### src/rtl/mont_coef_pkg.sv
package mont_coef_pkg;

  typedef enum logic [2:0] {
    ST_IDLE,
    ST_PREP,
    ST_MUL,
    ST_FIX,
    ST_DONE
  } coef_state_t;

  // strobes from control to datapath
  typedef struct packed {
    logic load;   // capture modulus, seed coefficient and weight
    logic prep;   // advance weight, arm multiplier
    logic step;   // one shift-and-add step
    logic fix;    // conditional add of the weight
  } coef_stb_t;

endpackage

### src/rtl/mont_coef_ctrl.sv
module mont_coef_ctrl
  import mont_coef_pkg::*;
#(
  parameter int COEF_W = 32
) (
  input  logic      clk,
  input  logic      rstN,
  input  logic      start,
  output coef_stb_t stb,
  output logic      busy,
  output logic      done
);

  localparam int CNT_W = (COEF_W > 2) ? $clog2(COEF_W) : 1;
  localparam logic [CNT_W-1:0] LAST = CNT_W'(COEF_W - 1);

  coef_state_t state, stateNext;
  logic [CNT_W-1:0] stepCnt;
  logic [CNT_W-1:0] iterCnt;
  logic accept;

  always_comb begin
    accept    = start && (state == ST_IDLE || state == ST_DONE);
    stb       = '0;
    stb.load  = accept;
    stb.prep  = (state == ST_PREP);
    stb.step  = (state == ST_MUL);
    stb.fix   = (state == ST_FIX);
    stateNext = state;
    case (state)
      ST_IDLE: if (accept) stateNext = ST_PREP;
      ST_PREP: stateNext = ST_MUL;
      ST_MUL:  if (stepCnt == LAST) stateNext = ST_FIX;
      ST_FIX:  stateNext = (iterCnt == LAST) ? ST_DONE : ST_PREP;
      ST_DONE: stateNext = accept ? ST_PREP : ST_IDLE;
      default: stateNext = ST_IDLE;
    endcase
  end

  always_ff @(posedge clk or negedge rstN) begin
    if (!rstN) begin
      state   <= ST_IDLE;
      stepCnt <= '0;
      iterCnt <= '0;
    end else begin
      state <= stateNext;
      if (accept) iterCnt <= CNT_W'(1);
      else if (state == ST_FIX && iterCnt != LAST) iterCnt <= iterCnt + 1'b1;
      if (state == ST_MUL) stepCnt <= (stepCnt == LAST) ? '0 : stepCnt + 1'b1;
      else stepCnt <= '0;
    end
  end

  assign busy = (state == ST_PREP) || (state == ST_MUL) || (state == ST_FIX);
  assign done = (state == ST_DONE);

endmodule

### src/rtl/mont_coef_datapath.sv
module mont_coef_datapath
  import mont_coef_pkg::*;
#(
  parameter int MOD_W  = 16,
  parameter int COEF_W = 32
) (
  input  logic              clk,
  input  logic              rstN,
  input  coef_stb_t         stb,
  input  logic [MOD_W-1:0]  modIn,
  output logic [COEF_W-1:0] coef,
  output logic              err
);

  logic [COEF_W-1:0] rReg;     // coefficient under construction
  logic [COEF_W-1:0] bReg;     // one-hot bit weight
  logic [COEF_W-1:0] nnReg;    // negated modulus
  logic [COEF_W-1:0] accReg;   // trial product accumulator
  logic [COEF_W-1:0] mplReg;   // multiplier operand, shifts right
  logic [COEF_W-1:0] addReg;   // multiplicand, shifts left
  logic              errReg;

  logic [COEF_W-1:0] modExt;
  logic [COEF_W-1:0] partial;
  logic              trialBit;

  always_comb begin
    modExt   = COEF_W'(modIn);
    partial  = mplReg[0] ? addReg : '0;
    trialBit = |(accReg & bReg);
  end

  always_ff @(posedge clk or negedge rstN) begin
    if (!rstN) begin
      rReg   <= '0;
      bReg   <= '0;
      nnReg  <= '0;
      accReg <= '0;
      mplReg <= '0;
      addReg <= '0;
      errReg <= 1'b0;
    end else begin
      if (stb.load) begin
        rReg   <= COEF_W'(1);
        bReg   <= COEF_W'(1);
        nnReg  <= ~modExt + 1'b1;
        errReg <= ~modIn[0];
      end
      if (stb.prep) begin
        bReg   <= bReg << 1;
        accReg <= '0;
        mplReg <= rReg;
        addReg <= nnReg;
      end
      if (stb.step) begin
        accReg <= accReg + partial;
        mplReg <= mplReg >> 1;
        addReg <= addReg << 1;
      end
      if (stb.fix && trialBit) rReg <= rReg + bReg;
    end
  end

  assign coef = rReg;
  assign err  = errReg;

endmodule

### src/rtl/mont_coef_gen.sv
module mont_coef_gen
  import mont_coef_pkg::*;
#(
  parameter int MOD_W   = 16,
  parameter int EXTRA_W = 16
) (
  input  logic                     clk,
  input  logic                     rstN,
  input  logic                     start,
  input  logic [MOD_W-1:0]         modIn,
  output logic                     busy,
  output logic                     done,
  output logic                     err,
  output logic [MOD_W+EXTRA_W-1:0] coef
);

  localparam int COEF_W = MOD_W + EXTRA_W;

  coef_stb_t stb;

  mont_coef_ctrl #(.COEF_W(COEF_W)) u_ctrl (
    .clk  (clk),
    .rstN (rstN),
    .start(start),
    .stb  (stb),
    .busy (busy),
    .done (done)
  );

  mont_coef_datapath #(.MOD_W(MOD_W), .COEF_W(COEF_W)) u_dp (
    .clk  (clk),
    .rstN (rstN),
    .stb  (stb),
    .modIn(modIn),
    .coef (coef),
    .err  (err)
  );

endmodule

### config.mk
export PLATFORM = sky130hd
export DESIGN_NAME = mont_coef_gen
export DESIGN_NICKNAME = d
export VERILOG_FILES = /design/src/rtl/mont_coef_pkg.sv /design/src/rtl/mont_coef_ctrl.sv /design/src/rtl/mont_coef_datapath.sv /design/src/rtl/mont_coef_gen.sv
export SDC_FILE = /design/constraint.sdc
export NUM_CORES = 1
export LEC_CHECK = 0
export BUFFER_PORTS_ARGS = -buffer_cell sky130_fd_sc_hd__buf_2
export CAP_MARGIN = 5
export CORE_AREA = 2 2 152 139
export DETAILED_ROUTE_END_ITERATION = 8
export DIE_AREA = 0 0 154 141
export GPL_TIMING_DRIVEN = 0
export HOLD_SLACK_MARGIN = 0.02
export PLACE_DENSITY = 0.8
export SLEW_MARGIN = 30
export SYNTH_ARGS = -nofsm -noshare
export SYNTH_HDL_FRONTEND = slang
export SYNTH_SLANG_ARGS = --single-unit
### constraint.sdc
create_clock -name clk -period 3.67 [get_ports clk]
set_clock_uncertainty 0.05 [all_clocks]
set_input_delay 0.734 -clock clk [delete_from_list [all_inputs] [get_ports clk]]
set_output_delay 0.734 -clock clk [all_outputs]
set_load 0.02 [all_outputs]
==> results of run 1 <==
flip-flops by register name, summed over array words and instances (netlist names), 3 cells and up:
signal / cells
u_dp.accReg: 32
u_dp.coef: 32
u_dp.mplReg: 32
u_dp.addReg: 32
u_ctrl.iterCnt: 5
u_dp.bReg: 32
u_dp.nnReg: 31
u_ctrl.stepCnt: 5
u_ctrl.state: 3
routing by layer:
metal	wire length, µm	track usage
met1	14300	0.428
met2	13800	0.444
met3	2480	0.0544
met4	915	0.0866
met5	0	0
power breakdown:
part           leakage (nW)  switching (W)  total [W]  internal [W]
combinational          3.12      0.0000589  0.0000799     0.0000210
sequential             2.60              0    0.00226       0.00226
clock                 0.417       0.000970    0.00248       0.00151
total                  6.13        0.00103    0.00482       0.00379
worst paths after layout:
path,startpoint,end,slack (ns),cells past startpoint
max,u_dp.mplReg[0]$_DFFE_PN0P_,u_dp.accReg[30]$_DFFE_PN0P_,0.17,13
min,rstN,u_dp.mplReg[13]$_DFFE_PN0P_,0.09,1
max reg2reg,u_dp.mplReg[0]$_DFFE_PN0P_,u_dp.accReg[30]$_DFFE_PN0P_,0.17,13
min reg2reg,u_dp.nnReg[24]$_DFFE_PN0P_,u_dp.nnReg[24]$_DFFE_PN0P_,0.43,2
max in group asynchronous,rstN,u_dp.nnReg[7]$_DFFE_PN0P_,2.37,3
min in group clk,modIn[0],u_dp.err$_DFFE_PN0P_,0.42,2
cell type report:
type	count	area, µm²	area share
multi-input cells	971	6410	0.480
repair buffers	55	330	0.0247
well taps	260	325	0.0244
plain buffers	61	233	0.0174
clock inverters	11	151	0.0113
inverters	25	93.8	0.00703
flip-flops and latches	205	5130	0.384
clock buffers	31	676	0.0506
synthesized netlist by cell type (6+ instances only):
library cell / instances
a21o_1: 29
a21oi_1: 45
a22o_1: 41
a22oi_1: 13
a31oi_1: 15
and2_1: 38
and3_1: 12
buf_1: 9
clkbuf_1: 51
dfrtp_1: 205
ha_1: 68
inv_1: 25
mux2i_1: 64
nand2_1: 202
nand2b_1: 13
nand3_1: 27
nand4_1: 11
nor2_1: 37
nor2b_1: 11
nor3_1: 20
nor4_1: 6
o21a_1: 14
o21ai_0: 143
o21ai_1: 12
o21bai_1: 7
or3_1: 7
xnor2_1: 33
xor2_1: 28
cells in the final DEF, fill, tap and decap left out, types with 7 or more instances in the layout:
cell       Yosys  final
ha_1          68     68
o21ai_1       12     12
and3_1        12     12
nor3_1        20     20
a21oi_1       45     45
nor2_1        37     37
a22oi_1       13     13
o21a_1        14     14
nand2_1      202    202
clkbuf_8       0      7
dfrtp_1      205    204
inv_1         25     25
clkbuf_16      0     23
a21o_1        29     29
nand3_1       27     27
clkbuf_1      51     50
xor2_1        28     28
nand2b_1      13     13
and2_1        38     38
nor2b_1       11     11
or3_1          7      7
nand4_1       11     11
buf_1          9      9
buf_2          1     53
xnor2_1       33     33
o21bai_1       7      7
a22o_1        41     41
a31oi_1       15     15
o21ai_0      143    143
mux2i_1       64     64
kinds of logic after synthesis:
logic type	share of synthesized area
xor+xnor	0.0450
buf+inv	0.0273
fa+ha+maj	0.0751
simple gates	0.159
flops	0.432
mux	0.0550
compound gates	0.206
metrics by stage:
| step | total power (W) | setup slack (ns) | hold WS [ns] |
|---|---|---|---|
| 6_report | 0.00482 | 0.172 | 0.0912 |
| 5_1_grt | 0.00496 | 0.0207 | 0.140 |
| 4_1_cts | 0.00485 | 0.0802 | 0.128 |
| 3_5_place_dp | 0.00238 | 0.102 | 0.406 |
| 3_3_place_gp | 0.00237 | -1.61 | 0.400 |
| 2_1_floorplan | 0.00231 | 0.573 | 0.388 |
what timing repair did:
| item | CTS | global route |
|---|---|---|
| gates resized for setup | 0 | 5 |
| hold buffers | 0 | 0 |
| endpoints found under the setup margin | 0 | 6 |
worst max-delay path, cell delays in order, from the launching register on:
cell       delay [ns]
dfrtp_2          0.47
clkbuf_2         0.19
and2_1           0.24
ha_1             0.39
a21oi_1          0.21
o21ai_1          0.12
a21o_1           0.19
a21oi_1          0.17
o21ai_0          0.12
a311o_1          0.39
a2111oi_4        0.39
o311ai_1         0.21
xnor2_1          0.17
o21ai_1          0.07
==> run_results.csv, run 1 <==
group,metric,value,unit
place,placed_cells,1577,
clock_tree,cts.path.max_buffers,3,
place,gp_congestion,0.953,
floorplan,dieArea,0.0217,mm²
layout,fin_util,0.656,
floorplan,die_height,141,µm
timing,setup_viol,0,
setup_path,worstSetupPathType,"flip-flop to flip-flop",
timing,worst_pin_slew,0.821,ns
clock_tree,root_buffer,"clkbuf_16",
floorplan,fp.dieW,154,µm
floorplan,io_pins,54,
route,ant_nets,0,
global_route,track_usage,0.292,
yosys,yosys_warnings,0,
status,status,"complete, no violations",
global_route,grt-ovfl-total,0,
flow_run,cap_violations,0,
layout,fin_nets,1431,
yosys,ys_async_sr_fraction,1.00,
layout,synthToLayoutAreaGrowth,12.5,%
yosys,ys_seq_area_frac,0.432,
pwr,peakVddDrop,0.352,mV
clock_tree,clk_latency,0.53,ns
yosys,ys_types,69,
route,firstDrtPassIters,5,
place,postPlaceCellArea,0.0125,mm²
floorplan,core_area,0.0203,mm²
global_route,grt_max_degree,72,
route,avgViaCountPerCell,6.21,
clock_tree,cts_setup_buffers,0,
place,io_buffers,53,
timing,tns,0,ns
layout,fin_cells,1619,
layout,nFillCells,1610,
yosys,avgSynthCellArea,9.40,µm²
timing,post-route-period-util,0.953,
timing,hold_viol,0,
yosys,synth_area_leaders,"dfrtp_1 43%, ha_1 7.2%, nand2_1 6.4%",
yosys,synth.largest_area_cell,"dfrtp_1",
place,dp_hpwl,23.3,mm
timing,max-slew-margin-rel,0.450,
global_route,grt_pass1_vias,9438,
timing,rsz0062_at_grt,"no",
route,vias,10048,
clock_tree,htree_levels,1,
timing,min_period,3.50,ns
floorplan,rows,50,
route,drtIter0Drc,860,
timing,fmax,286,MHz
layout,drive_gt1_frac,0.0861,
clock_tree,cts.sinks,205,
floorplan,start_util,0.583,
global_route,grt_pass1_wl,50.6,mm
yosys,synth-seq-cells,205,
yosys,synth_top_area_frac,0.432,
setup_path,crit_fanout,10,
setup_path,crit_arrival,3.85,ns
layout,n_antenna_cell,0,
clock_tree,numCtsBuffers,23,
route,wl_per_cell,19.4,µm
hold_path,worstHoldPathType,"primary input to asynchronous set/reset pin",
route,drc_errors,0,
yosys,ys.flop_type,"dfrtp_1",
setup_path,start_kind,"flip-flop",
clock_tree,cts_tree,"yes",
yosys,synth_cells,1262,
yosys,synth_area,0.0119,mm²
route,routed_wl,31.5,mm
setup_path,end_kind,"flip-flop",
setup_path,cp.required,4.02,ns
yosys,synth-edff-count,0,
global_route,antenna_found_initial,0,
pwr,p_leak,6.13,nW
yosys,syn_nets,1351,
pwr,power.density,361,mW/mm²
clock_tree,clk_pin_slew_worst_paths,0.06,ns
layout,fin_area,0.0133,mm²
timing,report.final.slew_viol_count,0,
Power figures use the tool's default switching activity.
==> run 2, diff against run 1 <==
--- a/config.mk
+++ b/config.mk
@@ -5,14 +5,16 @@
 export SDC_FILE = /design/constraint.sdc
 export NUM_CORES = 1
 export LEC_CHECK = 0
+export ABC_AREA = 1
 export BUFFER_PORTS_ARGS = -buffer_cell sky130_fd_sc_hd__buf_2
 export CAP_MARGIN = 5
-export CORE_AREA = 2 2 152 139
+export CORE_AREA = 2 2 163 149
 export DETAILED_ROUTE_END_ITERATION = 8
-export DIE_AREA = 0 0 154 141
+export DIE_AREA = 0 0 165 151
 export GPL_TIMING_DRIVEN = 0
 export HOLD_SLACK_MARGIN = 0.02
 export PLACE_DENSITY = 0.8
+export SKIP_CTS_REPAIR_TIMING = 1
 export SLEW_MARGIN = 30
 export SYNTH_ARGS = -nofsm -noshare
 export SYNTH_HDL_FRONTEND = slang
==> run 2 against run 1 <==
Register-to-register slack better by 0.38 ns. Die area increased by 15%. Count of clock-buffer cells in the layout unchanged. Core utilization up 0.30 points. Maximum frequency is 12% higher. Final area increased by 14%. First-iteration DRC count grew 42%. Combinational power rose to 71 times the previous value. Sequential share of layout area down 4.8 points. Clock power about the same. Highest routed layer unchanged.
==> run_results.csv, run 2 <==
group,metric,value,unit
hold_path,worstHoldPathType,"primary input to asynchronous set/reset pin",
yosys,synth_compound_gate_area_share,0.117,
place,gp_congestion,0.956,
setup_path,crit_arrival,3.49,ns
setup_path,cp_slowest_stage_delay,0.38,ns
layout,n_antenna_cell,0,
pwr,pwr-share-comb,0.481,
pwr,p_seq_frac,0.309,
pwr,internal-power,0.00635,W
floorplan,start_util,0.592,
yosys,synthXorXnorAreaFrac,0.0128,
layout,final_common_cell,"nand2_1",
global_route,grt_max_degree,59,
pwr,p_leak,8.70,nW
yosys,ys.flop_type,"dfrtp_1",
global_route,antenna_found_initial,0,
place,io_buffers,53,
timing,worst_pin_slew,0.854,ns
route,drc_errors,0,
yosys,synth_area,0.0137,mm²
route,drtIter0Drc,1225,
yosys,synth.largest_area_cell,"dfrtp_1",
status,status,"complete, no violations",
layout,drive_gt1_frac,0.0698,
timing,fmax,320,MHz
setup_path,worstSetupPathType,"flip-flop to flip-flop",
layout,synthToLayoutAreaGrowth,11.3,%
global_route,grt-ovfl-total,0,
yosys,avgSynthCellArea,6.68,µm²
yosys,ys_types,39,
pwr,clock_power_share,0.210,
setup_path,end_kind,"flip-flop",
yosys,ys_seq_area_frac,0.374,
route,routed_wl,40.3,mm
timing,report.final.slew_viol_count,0,
timing,post-route-period-util,0.850,
place,placed_cells,2411,
route,vias,13480,
layout,fin_cells,2452,
setup_path,crit_fanout,10,
floorplan,core_area,0.0231,mm²
flow_run,cap_violations,0,
floorplan,rows,53,
timing,max-slew-margin-rel,0.431,
clock_tree,cts_tree,"yes",
yosys,yosys_warnings,0,
setup_path,cpMaxStageDelayCell,"clkbuf_1",
clock_tree,cts.sinks,205,
clock_tree,root_buffer,"clkbuf_16",
floorplan,die_height,151,µm
yosys,syn_nets,2142,
layout,fin_nets,2223,
setup_path,path_cells,"clkbuf_1, clkbuf_1, nand2_1, inv_1, ha_1, inv_1, fa_1, inv_1, nand3_1, nand3_1, nand3_1, nand3_1, nand2_1, nand2_1, nand2_1, nand3_1, nand2_1",
global_route,grt_pass1_vias,12430,
clock_tree,htree_levels,1,
global_route,grt_pass1_wl,63.9,mm
setup_path,r2r_slack,0.55,ns
clock_tree,cts.path.max_buffers,3,
layout,layout_common_cells,"686 x nand2_1, 364 x inv_1, 205 x dfrtp_1",
timing,setup_slack,0.549,ns
route,firstDrtPassIters,7,
setup_path,cp_num_buf_inv,5,
yosys,synth_top_area_frac,0.374,
setup_path,cp.required,4.04,ns
yosys,synth-seq-cells,205,
yosys,synth_area_leaders,"dfrtp_1 37%, nand2_1 19%, inv_1 10%",
yosys,synth_top_family_by_area,"simple AND/OR/NAND/NOR gates",
yosys,synthTopCellsByCount,"686 x nand2_1, 364 x inv_1, 205 x dfrtp_1",
yosys,post-synth-top-count-cell,"nand2_1",
timing,min_period,3.12,ns
pwr,power.density,776,mW/mm²
global_route,track_usage,0.329,
place,dp_hpwl,31.2,mm
route,avgViaCountPerCell,5.50,
floorplan,dieArea,0.0249,mm²
clock_tree,clk_pin_slew_worst_paths,0.06,ns
pwr,peakVddDrop,0.670,mV
timing,hold_viol,0,
yosys,synth-simple-area-share,0.308,
yosys,muxShareOfSynthArea,0,
yosys,synth-edff-count,0,
timing,setup_viol,0,
timing,tns,0,ns
floorplan,io_pins,54,
clock_tree,numCtsBuffers,23,
route,ant_nets,0,
route,wl_per_cell,16.4,µm
pwr,swShare,0.463,
place,dp_slack,0.623,ns
clock_tree,clk_latency,0.53,ns
yosys,ys_async_sr_fraction,1.00,
yosys,synthAdderAreaFrac,0.0650,
timing,rsz0062_at_grt,"no",
floorplan,fp.dieW,165,µm
yosys,synth_cells,2053,
setup_path,start_kind,"flip-flop",
pwr,p_switching,0.00548,W
setup_path,critical_path.top_delay_family,"simple AND/OR/NAND/NOR gates",
run 2: cell types whose count changed after synthesis, moves of 41 or more:
cell,previous run,this run
nand3_1,27,129
o22ai_1,1,65
a22o_1,41,0
a21oi_1,45,110
o21ai_0,143,77
nor2_1,37,178
mux2i_1,64,0
nand2_1,202,686
inv_1,25,364
run 2: power by group through the flow:
stage / Sequential (W) / Combinational (W) / Clock (W)
6_report: 0.00365 / 0.00569 / 0.00249
5_1_grt: 0.00374 / 0.00632 / 0.00259
4_1_cts: 0.00364 / 0.00559 / 0.00250
3_5_place_dp: 0.00367 / 0.00553 / 0
3_3_place_gp: 0.00365 / 0.00534 / 0
2_1_floorplan: 0.00350 / 0.00393 / 0
run 2: per-stage QoR:
stage	hold WS [ns]	cell area [µm²]	total power, W	util
floorplan	0.380	13700	0.00743	-
global placement	0.393	14400	0.00898	0.620
detailed placement	0.408	14400	0.00920	0.624
CTS	0.0755	15300	0.0117	0.659
global route	0.0986	15300	0.0126	0.659
finish	0.0709	15300	0.0118	0.659
run 2: worst paths after layout:
kind / startpoint / end / cells after the start
max: u_dp.mplReg[0]$_DFFE_PN0P_ / u_dp.accReg[28]$_DFFE_PN0P_ / 17
min: rstN / u_dp.coef[24]$_DFFE_PN0P_ / 1
max reg2reg: u_dp.mplReg[0]$_DFFE_PN0P_ / u_dp.accReg[28]$_DFFE_PN0P_ / 17
min reg2reg: u_ctrl.stepCnt[0]$_DFF_PN0_ / u_ctrl.stepCnt[0]$_DFF_PN0_ / 1
max in group asynchronous: rstN / u_dp.addReg[11]$_DFFE_PN0P_ / 4
min in group clk: u_ctrl.stepCnt[0]$_DFF_PN0_ / u_ctrl.stepCnt[0]$_DFF_PN0_ / 1
run 2: routing by layer:
layer  wire [µm]  vias up  global-route usage
met5           0        -                   0
met4        1160        0              0.0983
met3        2700       69              0.0419
met2       18200      461               0.529
met1       18300     6343               0.466
li1            -     6607                   -
run 2: logic make-up after synthesis:
logic type	count (synthesis)
buffers and inverters	427
DFF	205
xor gates and xnor gates	20
adders and majority gates	70
and+or+nand+nor	1042
AOI/OAI and AO/OA	289
run 2: layout make-up:
cell class              instances  area, µm²
multi-input cells            1421       6890
clock inverters                10        153
repair buffers                 56        358
plain buffers                  56        295
inverters                     371       1390
fillers                      2136       7880
clock buffers                  31        666
well taps                     302        378
flip-flops and latches        205       5130
==> run 3, diff against run 2 <==
--- a/config.mk
+++ b/config.mk
@@ -8,13 +8,14 @@
 export ABC_AREA = 1
 export BUFFER_PORTS_ARGS = -buffer_cell sky130_fd_sc_hd__buf_2
 export CAP_MARGIN = 5
-export CORE_AREA = 2 2 163 149
+export CORE_AREA = 2 2 155 157
 export DETAILED_ROUTE_END_ITERATION = 8
-export DIE_AREA = 0 0 165 151
+export DIE_AREA = 0 0 157 159
 export GPL_TIMING_DRIVEN = 0
 export HOLD_SLACK_MARGIN = 0.02
 export PLACE_DENSITY = 0.8
 export SKIP_CTS_REPAIR_TIMING = 1
+export SKIP_LAST_GASP = 1
 export SLEW_MARGIN = 30
 export SYNTH_ARGS = -nofsm -noshare
 export SYNTH_HDL_FRONTEND = slang
==> run 3 against run 2 <==
Global-route usage down 2.6 points. Critical endpoint unchanged. Register-to-register slack better by 0.11 ns. Clock power about the same. Wire length down 7.6%. Maximum frequency up 3.6%. Core utilization down 0.085 points. Count of clock-buffer cells in the layout up 6. Sequential power about the same.
==> run_results.csv, run 3 (synthesis gave the netlist of run 2 again) <==
group,metric,value,unit
status,status,"complete, no violations",
layout,nFillCells,2088,
timing,report.final.slew_viol_count,0,
floorplan,dieArea,0.0250,mm²
setup_path,start_kind,"flip-flop",
layout,fin_area,0.0153,mm²
setup_path,r2r_end,"u_dp.accReg[28]$_DFFE_PN0P_",
pwr,internal-power,0.00639,W
setup_path,r2r-start,"u_dp.mplReg[0]$_DFFE_PN0P_",
clock_tree,cts.path.max_buffers,3,
timing,fmax,332,MHz
pwr,p_switching,0.00521,W
setup_path,cpMaxStageDelayCell,"fa_1",
place,postPlaceCellArea,0.0144,mm²
clock_tree,root_buffer,"clkbuf_16",
setup_path,cp.required,4.03,ns
route,avgViaCountPerCell,5.28,
global_route,antenna_found_initial,0,
pwr,pwr-share-comb,0.471,
setup_path,cp_slowest_stage_delay,0.39,ns
place,io_buffers,53,
hold_path,worstHoldPathType,"primary input to asynchronous set/reset pin",
clock_tree,htree_levels,1,
layout,fin_nets,2223,
route,met3_length,2.20,mm
pwr,peakVddDrop,0.474,mV
global_route,track_usage,0.303,
layout,layout_common_cells,"686 x nand2_1, 364 x inv_1, 205 x dfrtp_1",
setup_path,crit_arrival,3.38,ns
setup_path,path_cells,"clkbuf_1, clkbuf_1, nand2_1, inv_1, ha_1, inv_1, fa_1, inv_1, nand3_1, nand3_1, nand3_1, nand3_1, nand2_1, nand2_1, nand2_1, nand3_1, nand2_1",
timing,min_period,3.01,ns
flow_run,cap_violations,0,
setup_path,worstSetupPathType,"flip-flop to flip-flop",
clock_tree,cts.sinks,205,
route,wl_per_cell,15.1,µm
layout,drive_gt1_frac,0.0693,
timing,max-slew-margin-rel,0.348,
global_route,grt_max_degree,83,
floorplan,io_pins,54,
route,met1_length,15.7,mm
route,vias,13044,
global_route,grt_pass1_vias,12333,
setup_path,ff2ff_path_depth,17,
route,ant_nets,0,
floorplan,die_height,159,µm
timing,rsz0062_at_grt,"no",
timing,hold_viol,0,
floorplan,core_area,0.0232,mm²
layout,n_antenna_cell,0,
timing,tns,0,ns
clock_tree,clk_pin_slew_worst_paths,0.06,ns
setup_path,r2r_slack,0.66,ns
setup_path,crit_fanout,10,
pwr,p_seq_frac,0.313,
global_route,grt_pass1_wl,60.2,mm
pwr,p_leak,8.70,nW
pwr,swShare,0.449,
floorplan,rows,56,
clock_tree,numCtsBuffers,24,
route,routed_wl,37.2,mm
timing,worst_pin_slew,0.978,ns
place,dp_hpwl,28.9,mm
clock_tree,clk_latency,0.54,ns
setup_path,end_kind,"flip-flop",
layout,synthToLayoutAreaGrowth,11.4,%
floorplan,start_util,0.591,
pwr,power.density,759,mW/mm²
floorplan,fp.dieW,157,µm
setup_path,critical_path.top_delay_family,"simple AND/OR/NAND/NOR gates",
route,drc_errors,0,
route,firstDrtPassIters,7,
global_route,grt-ovfl-total,0,
route,met2_length,17.6,mm
timing,setup_viol,0,
timing,post-route-period-util,0.821,
setup_path,cp_num_buf_inv,5,
clock_tree,cts_tree,"yes",
route,drtIter0Drc,1006,
place,gp_congestion,0.970,
layout,final_common_cell,"nand2_1",
route,highest_layer,"met4",
pwr,clock_power_share,0.216,
## run 3: changes by cell type in the layout (fill, tap and decap cells not counted)
cell | before | now
clkinv_4 | 1 | 0
clkbuf_8 | 6 | 8
inv_16 | 1 | 0
clkbuf_1 | 24 | 26
buf_16 | 3 | 2
clkinvlp_4 | 2 | 1
clkbuf_16 | 23 | 25
bufinv_16 | 3 | 2
## run 3: how the worst max path moves through the flow
stage	start	to	slack, ns	cells past startpoint
6_report	u_dp.mplReg[0]$_DFFE_PN0P_	u_dp.accReg[28]$_DFFE_PN0P_	0.66	17
5_1_grt	u_dp.mplReg[0]$_DFFE_PN0P_	u_dp.accReg[28]$_DFFE_PN0P_	0.38	17
4_1_cts	u_dp.mplReg[0]$_DFFE_PN0P_	u_dp.accReg[28]$_DFFE_PN0P_	0.65	17
3_5_place_dp	u_dp.mplReg[0]$_DFFE_PN0P_	u_dp.accReg[28]$_DFFE_PN0P_	0.68	17
3_3_place_gp	rstN	u_dp.addReg[29]$_DFFE_PN0P_	-1.51	1
2_1_floorplan	u_dp.mplReg[0]$_DFFE_PN0P_	u_dp.accReg[28]$_DFFE_PN0P_	1.28	17
## run 3: worst register-to-register path, cell delays in order (launching register included)
cell and delay (ns):
dfrtp_1 0.32, clkbuf_1 0.30, clkbuf_1 0.35, nand2_1 0.09
inv_1 0.06, ha_1 0.20, inv_1 0.07, fa_1 0.39
inv_1 0.14, nand3_1 0.09, nand3_1 0.17, nand3_1 0.09
nand3_1 0.17, nand2_1 0.14, nand2_1 0.10, nand2_1 0.05
nand3_1 0.07, nand2_1 0.05
## run 3: per-layer routing
layer / GRT usage / vias up
li1: - / 6614
met1: 0.380 / 5960
met2: 0.518 / 373
met3: 0.0444 / 97
met4: 0.132 / 0
met5: 0 / -
## run 3: power by group through the flow
stage | clock, W | sequential [W] | combinational [W]
after floorplan | 0 | 0.00350 | 0.00393
after global placement | 0 | 0.00362 | 0.00522
after detailed placement | 0 | 0.00365 | 0.00539
after CTS | 0.00252 | 0.00362 | 0.00542
after global routing | 0.00263 | 0.00372 | 0.00618
final | 0.00251 | 0.00363 | 0.00546
## run 3: through the flow
| stage | setup WS [ns] | cells | hold WS, ns | utilization | power (W) |
|---|---|---|---|---|---|
| final | 0.656 | 2470 | 0.0468 | 0.659 | 0.0116 |
| after global routing | 0.379 | 2470 | 0.0753 | 0.659 | 0.0125 |
| after CTS | 0.654 | 2470 | 0.0643 | 0.659 | 0.0116 |
| after detailed placement | 0.684 | 2427 | 0.403 | 0.623 | 0.00904 |
| after global placement | -1.51 | 2425 | 0.401 | 0.620 | 0.00884 |
| after floorplan | 1.28 | 2053 | 0.380 | - | 0.00743 |
## run 3: final cells by class
class	count	area, µm²	area share
inverters	371	1390	0.0912
well taps	319	399	0.0261
repair buffers	55	330	0.0216
clock inverters	6	86.3	0.00565
flip-flops and latches	205	5130	0.336
plain buffers	56	295	0.0193
multi-input cells	1421	6890	0.451
clock buffers	37	751	0.0491
